**src/rtl/fsg_pkg.sv**
```systemverilog
// Shared types for the frame slot generator.
// Assumes: consumers import the package; no state lives here.
package fsg_pkg;
    typedef enum logic {
        SLOT_OVH = 1'b0,
        SLOT_PAY = 1'b1
    } slot_kind_e;

    // Width able to hold values 0..n-1, never below one bit.
    function automatic int idx_width(input int n);
        return (n > 1) ? $clog2(n) : 1;
    endfunction
endpackage

```
**src/rtl/fsg_slot_counter.sv**
```systemverilog
// Column and row counters for the frame grid.
// Does: walks column 0..OVH_SLOTS+PAY_SLOTS-1 and row 0..NUM_ROWS-1 and
//       classifies each slot as overhead or payload.
// Assumes: synchronous active-low reset puts the grid at column 0, row 0.
module fsg_slot_counter
    import fsg_pkg::*;
#(
    parameter int OVH_SLOTS = 36,
    parameter int PAY_SLOTS = 1044,
    parameter int NUM_ROWS  = 9,
    parameter int ROW_W     = 4
) (
    input  logic             clk,
    input  logic             rst_n,
    output logic [ROW_W-1:0] row,
    output slot_kind_e       kind,
    output logic             at_start
);
    localparam int ROW_SLOTS = OVH_SLOTS + PAY_SLOTS;
    localparam int COL_W     = idx_width(ROW_SLOTS);

    logic [COL_W-1:0] col;

    // Advance the column every cycle and step the row on column wrap.
    always_ff @(posedge clk) begin
        if (!rst_n) begin
            col <= '0;
            row <= '0;
        end else if (col == COL_W'(ROW_SLOTS - 1)) begin
            col <= '0;
            row <= (row == ROW_W'(NUM_ROWS - 1)) ? '0 : row + 1'b1;
        end else begin
            col <= col + 1'b1;
        end
    end

    // Classify the current slot and flag the first slot of the frame.
    always_comb begin
        kind     = (col >= COL_W'(OVH_SLOTS)) ? SLOT_PAY : SLOT_OVH;
        at_start = (col == '0) && (row == '0);
    end
endmodule

```
**src/rtl/fsg_merge.sv**
```systemverilog
// Output merge for one transmit byte lane.
// Does: offers ready in payload slots, passes an accepted user byte,
//       and inserts the filler byte everywhere else.
// Assumes: run is low during reset so nothing is accepted then.
module fsg_merge
    import fsg_pkg::*;
#(
    parameter int              DATA_W = 8,
    parameter logic [DATA_W-1:0] FILL = '0
) (
    input  slot_kind_e        kind,
    input  logic              run,
    input  logic [DATA_W-1:0] in_data,
    input  logic              in_valid,
    output logic              in_ready,
    output logic [DATA_W-1:0] out_data,
    output logic              out_valid,
    output logic              miss
);
    // Handshake and byte selection for the current slot.
    always_comb begin
        in_ready  = run && (kind == SLOT_PAY);
        out_valid = in_ready && in_valid;
        out_data  = out_valid ? in_data : FILL;
        miss      = in_ready && !in_valid;
    end
endmodule

```
**src/rtl/fsg_underrun.sv**
```systemverilog
// Sticky underrun flag with write-one clear.
// Does: sets on a missed payload slot and clears on request. Set has priority.
// Assumes: miss is already qualified by payload slot and reset.
module fsg_underrun (
    input  logic clk,
    input  logic rst_n,
    input  logic miss,
    input  logic clr,
    output logic flag
);
    // Hold the flag. A new miss outranks a clear in the same cycle.
    always_ff @(posedge clk) begin
        if (!rst_n)    flag <= 1'b0;
        else if (miss) flag <= 1'b1;
        else if (clr)  flag <= 1'b0;
    end
endmodule

```
**src/rtl/frame_slot_gen.sv**
```systemverilog
// Transport frame pulse and payload-slot generator (top).
// Does: divides the system clock into frames of NUM_ROWS rows, each row being
//       OVH_SLOTS overhead slots then PAY_SLOTS payload slots, and merges
//       user bytes into the payload slots.
// Assumes: one slot per clock; synchronous active-low reset; outputs are
//          combinational from the slot state and user inputs.
module frame_slot_gen
    import fsg_pkg::*;
#(
    parameter int              OVH_SLOTS = 36,
    parameter int              PAY_SLOTS = 1044,
    parameter int              NUM_ROWS  = 9,
    parameter int              DATA_W    = 8,
    parameter logic [DATA_W-1:0] FILL    = '0,
    parameter int              ROW_W     = idx_width(NUM_ROWS)
) (
    input  logic              clk,
    input  logic              rst_n,
    input  logic [DATA_W-1:0] in_data,
    input  logic              in_valid,
    output logic              in_ready,
    input  logic              clr_underrun,
    output logic [DATA_W-1:0] out_data,
    output logic              out_valid,
    output logic              frame_pulse,
    output logic [ROW_W-1:0]  row_idx,
    output logic              pay_slot,
    output logic              underrun
);
    slot_kind_e kind;
    logic       at_start;
    logic       miss;

    fsg_slot_counter #(
        .OVH_SLOTS (OVH_SLOTS),
        .PAY_SLOTS (PAY_SLOTS),
        .NUM_ROWS  (NUM_ROWS),
        .ROW_W     (ROW_W)
    ) u_cnt (
        .clk      (clk),
        .rst_n    (rst_n),
        .row      (row_idx),
        .kind     (kind),
        .at_start (at_start)
    );

    fsg_merge #(
        .DATA_W (DATA_W),
        .FILL   (FILL)
    ) u_merge (
        .kind      (kind),
        .run       (rst_n),
        .in_data   (in_data),
        .in_valid  (in_valid),
        .in_ready  (in_ready),
        .out_data  (out_data),
        .out_valid (out_valid),
        .miss      (miss)
    );

    fsg_underrun u_ur (
        .clk   (clk),
        .rst_n (rst_n),
        .miss  (miss),
        .clr   (clr_underrun),
        .flag  (underrun)
    );

    // Frame marker and slot indicator, held low while in reset.
    always_comb begin
        frame_pulse = at_start && rst_n;
        pay_slot    = (kind == SLOT_PAY);
    end
endmodule

```
**config.mk**
```make
export PLATFORM = sky130hd
export DESIGN_NAME = frame_slot_gen
export DESIGN_NICKNAME = d
export VERILOG_FILES = /design/src/rtl/fsg_pkg.sv /design/src/rtl/fsg_slot_counter.sv /design/src/rtl/fsg_merge.sv /design/src/rtl/fsg_underrun.sv /design/src/rtl/frame_slot_gen.sv
export SDC_FILE = /design/constraint.sdc
export NUM_CORES = 1
export LEC_CHECK = 0
export ABC_AREA = 1
export BUFFER_PORTS_ARGS = -buffer_cell sky130_fd_sc_hd__buf_2
export CAP_MARGIN = 5
export CORE_UTILIZATION = 55
export CTS_BUF_LIST = sky130_fd_sc_hd__clkbuf_8
export DETAILED_ROUTE_END_ITERATION = 10
export PLACE_DENSITY = 0.8
export SETUP_SLACK_MARGIN = 0.3
export SYNTH_ARGS = -nofsm -noshare
export SYNTH_HDL_FRONTEND = slang
export SYNTH_HIERARCHICAL = 1
export SYNTH_SLANG_ARGS = --single-unit
```
**constraint.sdc**
```tcl
create_clock -name clk -period 3.4 [get_ports clk]
set_input_delay 0.51 -clock clk [delete_from_list [all_inputs] [get_ports clk]]
set_output_delay 0.51 -clock clk [all_outputs]
set_load 0.02 [all_outputs]
```
[Word level (Yosys, flattened, before mapping)]
Cells that the tools add are included.
Word-level totals
  register bits after elaboration: 16
  bits of input ports: 12
  output and inout bits: 17
  word-level logic and storage cells: 24
Cells by class
  add/subtract/negate cells: 2
  $lt $le $gt $ge: 1
  eq/ne operators: 2
  muxes and demuxes: 5
  bitwise operators: 1
  reduce and logical (&&, ||, !) cells: 10
Operators by type and width (count)
  adder 11 x 1 -> 11 bit, second input constant: 1
  equality test 11 bit, second input constant: 1
  >= comparator 11 x 6 -> 1 bit, second input constant: 1
  zero test 11 bit: 1
  2-to-1 mux 8 bit: 1
  logical AND 1 bit: 5
  adder 4 x 1 -> 4 bit, second input constant: 1
  equality test 4 bit, second input constant: 1
  zero test 4 bit: 1
  2-to-1 mux 4 bit: 1
  2-to-1 mux 1 bit: 3
  nonzero test 2 bit: 1
  OR reduction 2 bit: 1
  zero test 1 bit: 1
  inverter 1 bit: 1

[Depth between registers and ports, before layout]
  depth after elaboration: 5
  depth in mapped cells: 8
  depth with buffers taken out: 8

[Cells and area by module]
Netlist, hierarchy kept.
By module, submodules not included
  fsg_slot_counter: times used 1, cells each 136, area an instance 929.6 um^2, seq. area each 300.3 um^2
  fsg_merge: times used 1, cells each 21, area an instance 92.6 um^2, seq. area each 0.0 um^2
  fsg_underrun: times used 1, cells each 6, area an instance 43.8 um^2, seq. area each 20.0 um^2
  frame_slot_gen: times used 1, cells each 2, area an instance 7.5 um^2, seq. area each 0.0 um^2

[Worst setup path before layout]
OpenSTA, ideal clock, no wires.
  path type: register to output
  start point: register u_cnt.col[2]
  end point: output port out_data[0]
  arrival time: 1.581 ns
  required time: 2.890 ns
  path slack: 1.309 ns
  cell stages (with the launch flop): 5
  buffers on the path: 0
  cell sequence: dfxtp_1 > nor2_1 > o2111ai_1 > nand3_4 > nor2_1
Between the ends
  longest elaborated chain between the ends: 5
Ends and longest elaborated chain
  from (decl): line fsg_slot_counter.sv:22  | logic [COL_W-1:0] col;
  from (signal assigned): line fsg_slot_counter.sv:33  | col <= col + 1'b1;
  >= comparator 11 x 6 -> 1 bit: line fsg_slot_counter.sv:39  | kind = (col >= COL_W'(OVH_SLOTS)) ? SLOT_PAY : SLOT_OVH;
  2-to-1 mux 1 bit: line fsg_slot_counter.sv:39
  net pay_slot: line frame_slot_gen.sv:27  | output logic pay_slot,
  logical AND 1 bit: line fsg_merge.sv:22  | in_ready = run && (kind == SLOT_PAY);
  logical AND 1 bit: line fsg_merge.sv:23  | out_valid = in_ready && in_valid;
  2-to-1 mux 8 bit: line fsg_merge.sv:24  | out_data = out_valid ? in_data : FILL;
  to (decl): line frame_slot_gen.sv:23  | output logic [DATA_W-1:0] out_data,
The timed path passes the listed nets, and every way through them passes these cells.

[Final worst setup path]
  start point: register u_cnt.col[2]
  end point: output port out_data[7]
Between the ends
  longest elaborated chain between the ends: 5
Ends and longest elaborated chain (line)
  >= comparator 11 x 6 -> 1 bit: fsg_slot_counter.sv:39
  2-to-1 mux 1 bit: fsg_slot_counter.sv:39
  logical AND 1 bit: fsg_merge.sv:22
  logical AND 1 bit: fsg_merge.sv:23
  2-to-1 mux 8 bit: fsg_merge.sv:24
Every way passes these cells.

==> flow_summary.json <==
{
  "outcome": "finished, final reports clean",
  "grt_max_degree": 12,
  "start_util_pct": 60.21,
  "synth_cells": 165,
  "synth_cell_type_count": 23,
  "area_growth_pct": 19.23,
  "cts_htree_levels": 1,
  "dp_slack_ns": 1.587,
  "clockRootBuffer": "clkbuf_8",
  "final_cells": 221,
  "r2r-start": "u_cnt/col[0]$_SDFF_PP0_",
  "coreArea_um2": 1783,
  "placementRows": 15,
  "ys_seq_area_share_pct": 29.84,
  "viasPerCell": 4.905,
  "antenna_found_initial": 0,
  "startpoint_type": "flop",
  "worstReg2RegEnd": "u_cnt/col[2]$_SDFF_PP0_",
  "internal_power_uw": 306.0,
  "cts_buffers": 3,
  "post_cts_buffers": 0,
  "p_leak_uw": 0.0006362,
  "crit_start": "u_cnt/col[2]$_SDFF_PP0_",
  "dr.pass1.iters": 4,
  "hold_buffers": 0,
  "io_pins": 29,
  "finalCritPeriodShare_pct": 62.53,
  "maxCapViolations": 0,
  "grt_overflow": 0,
  "setup_viol": 0,
  "clkPwrFrac_pct": 43.3,
  "portBuffers": 28,
  "die_y_um": 46.18,
  "avgSynthCellArea_um2": 6.506,
  "fin_tns_setup_ns": 0,
  "worstHoldPathType": "reg -> reg",
  "ant_nets": 0,
  "final_nets": 213,
  "rr_worst_depth": 6,
  "crit_path_end_kind": "output pin",
  "syn_nets": 181,
  "diodes": 0,
  "endpoint": "out_data[7]",
  "gp_congestion": 0.8835,
  "reg2reg_setup_slack_ns": 1.85,
  "syn_area_um2": 1074,
  "yosysWarnings": 6,
  "fmax_mhz": 470.4,
  "path_clk_slew_ns": 0.06,
  "ys_ff_latch": 16,
  "vias": 1084,
  "cts_tree": "yes",
  "worstPathRequired_ns": 2.89,
  "arrival_ns": 1.62,
  "cp_max_fo": 9,
  "hp-start": "u_ur/flag$_SDFFE_PN0P_",
  "grt_first_pass_wirelength_um": 3926,
  "skew_ns": 0.005096,
  "rsz0062_at_grt": "false",
  "grt_usage_pct": 25.99,
  "clock_path_buffers": 2,
  "final_common_cell": "inv_1",
  "sequentialPowerShare_pct": 48.6,
  "power-per-cell-area_nw_per_um2": 312.7,
  "grt_pass1_vias": 912,
  "hold_depth": 2,
  "comb_power_share_pct": 8.1,
  "clkLatencyLatePin_ns": 0.25,
  "timing_worst_setup_path_type": "reg -> out",
  "wl_per_cell_um": 11.42,
  "finalHoldViolations": 0,
  "cts.repair.resized": 0,
  "die-area_um2": 2133,
  "p_sw_uw": 94.27,
  "finalMaxSlewViolations": 0,
  "slew_headroom_pct": 74.91,
  "peakVddDrop_v": 0.0002453,
  "swShare_pct": 23.55,
  "wl_um": 2523,
  "die_w_um": 46.18,
  "drive_gt1_share_pct": 27.55,
  "finalCriticalPeriod_ns": 2.126,
  "num-fill-cells": 145,
  "place_hpwl_um": 1899,
  "dp.cells": 217,
  "clkSinkCount": 16,
  "layout.cells.most_common_list": "inv_1 (35), nand2_1 (31), nor2_1 (31), buf_2 (28), dfxtp_1 (16)",
  "layout_setup_ws_ns": 1.274,
  "initialDrtViolationCount": 48,
  "drc": 0,
  "worst_slew_pin_slew_ns": 0.3760
}
-- flip-flops by register name, summed over array words and instances, names as in the netlist --
| name | count |
|---|---|
| u_cnt/col | 11 |
| u_cnt/row | 4 |
| u_ur/flag | 1 |
-- cell type report --
| class | count | area, µm² | share of cell area (%) |
|---|---|---|---|
| Multi-Input combinational cell | 111 | 594.3 | 46.43 |
| Sequential cell | 16 | 320.3 | 25.02 |
| Timing Repair Buffer | 28 | 140.1 | 10.95 |
| Inverter | 37 | 138.9 | 10.85 |
| Clock buffer | 4 | 55.05 | 4.301 |
| Tap cell | 25 | 31.28 | 2.444 |
-- critical path, stage by stage, from the launching register on --
cell	delay, ns
dfxtp_1	0.46
nor2_1	0.09
o2111ai_1	0.35
nand3_4	0.17
nor2_1	0.13
buf_2	0.17
-- cell usage after synthesis, drive strengths merged --
cell	n	share of area, %
ha	4	4.7
nor3	1	0.47
nand2	36	14
xor2	2	1.6
xnor2	1	0.82
clkinv	1	0.35
o21ai	3	1.4
a21oi	8	6.2
nor2	38	15
dfxtp	16	30
buf	1	1.9
nand3	12	7.2
nor3b	1	0.70
o2111ai	1	0.82
nand4	4	2.3
inv	36	13
-- metal layers --
| metal | routed length, µm | GRT usage, % | vias up |
|---|---|---|---|
| li1 | - | - | 561 |
| met3 | 65 | 5.098 | 6 |
| met1 | 1113 | 33.57 | 497 |
| met2 | 1297 | 41.13 | 20 |
| met5 | 0 | 0 | - |
| met4 | 45 | 12.35 | 0 |
-- power groups by stage --
stage	clock [µW]	sequential [µW]	combinational [µW]
6_report	173	195	32.4
5_1_grt	184	195	36.5
4_1_cts	174	195	32.3
3_5_place_dp	0	199	31.7
3_3_place_gp	0	199	31.0
2_1_floorplan	0	198	21.9
-- worst min-delay path by stage --
stage / endpoint / slack, ns
after floorplan: u_cnt/col[0]$_SDFF_PP0_ / 0.46
after global placement: u_ur/flag$_SDFFE_PN0P_ / 0.45
after detailed placement: u_ur/flag$_SDFFE_PN0P_ / 0.47
after CTS: u_ur/flag$_SDFFE_PN0P_ / 0.48
after global routing: u_ur/flag$_SDFFE_PN0P_ / 0.49
final: u_ur/flag$_SDFFE_PN0P_ / 0.48
-- stage by stage --
step | area (µm²) | hold WS (ns) | power [µW] | utilization, %
6_report | 1280 | 0.4797 | 400.2 | 71.79
2_1_floorplan | 1074 | 0.4618 | 219.7 | -
3_5_place_dp | 1225 | 0.4688 | 230.4 | 68.70
5_1_grt | 1280 | 0.4931 | 415.1 | 71.79
3_3_place_gp | 1225 | 0.4526 | 229.7 | 68.70
4_1_cts | 1280 | 0.4807 | 400.5 | 71.79
-- cells by family after synthesis --
group                      Yosys count  synth area share, %
xor gates and xnor gates             3                2.448
buffers and inverters               38                14.80
AOI/OAI and AO/OA                   12                8.391
and+or+nand+nor                     92                39.86
DFF                                 16                29.84
adders and majority gates            4                4.662
Power figures use the tool's default switching activity.
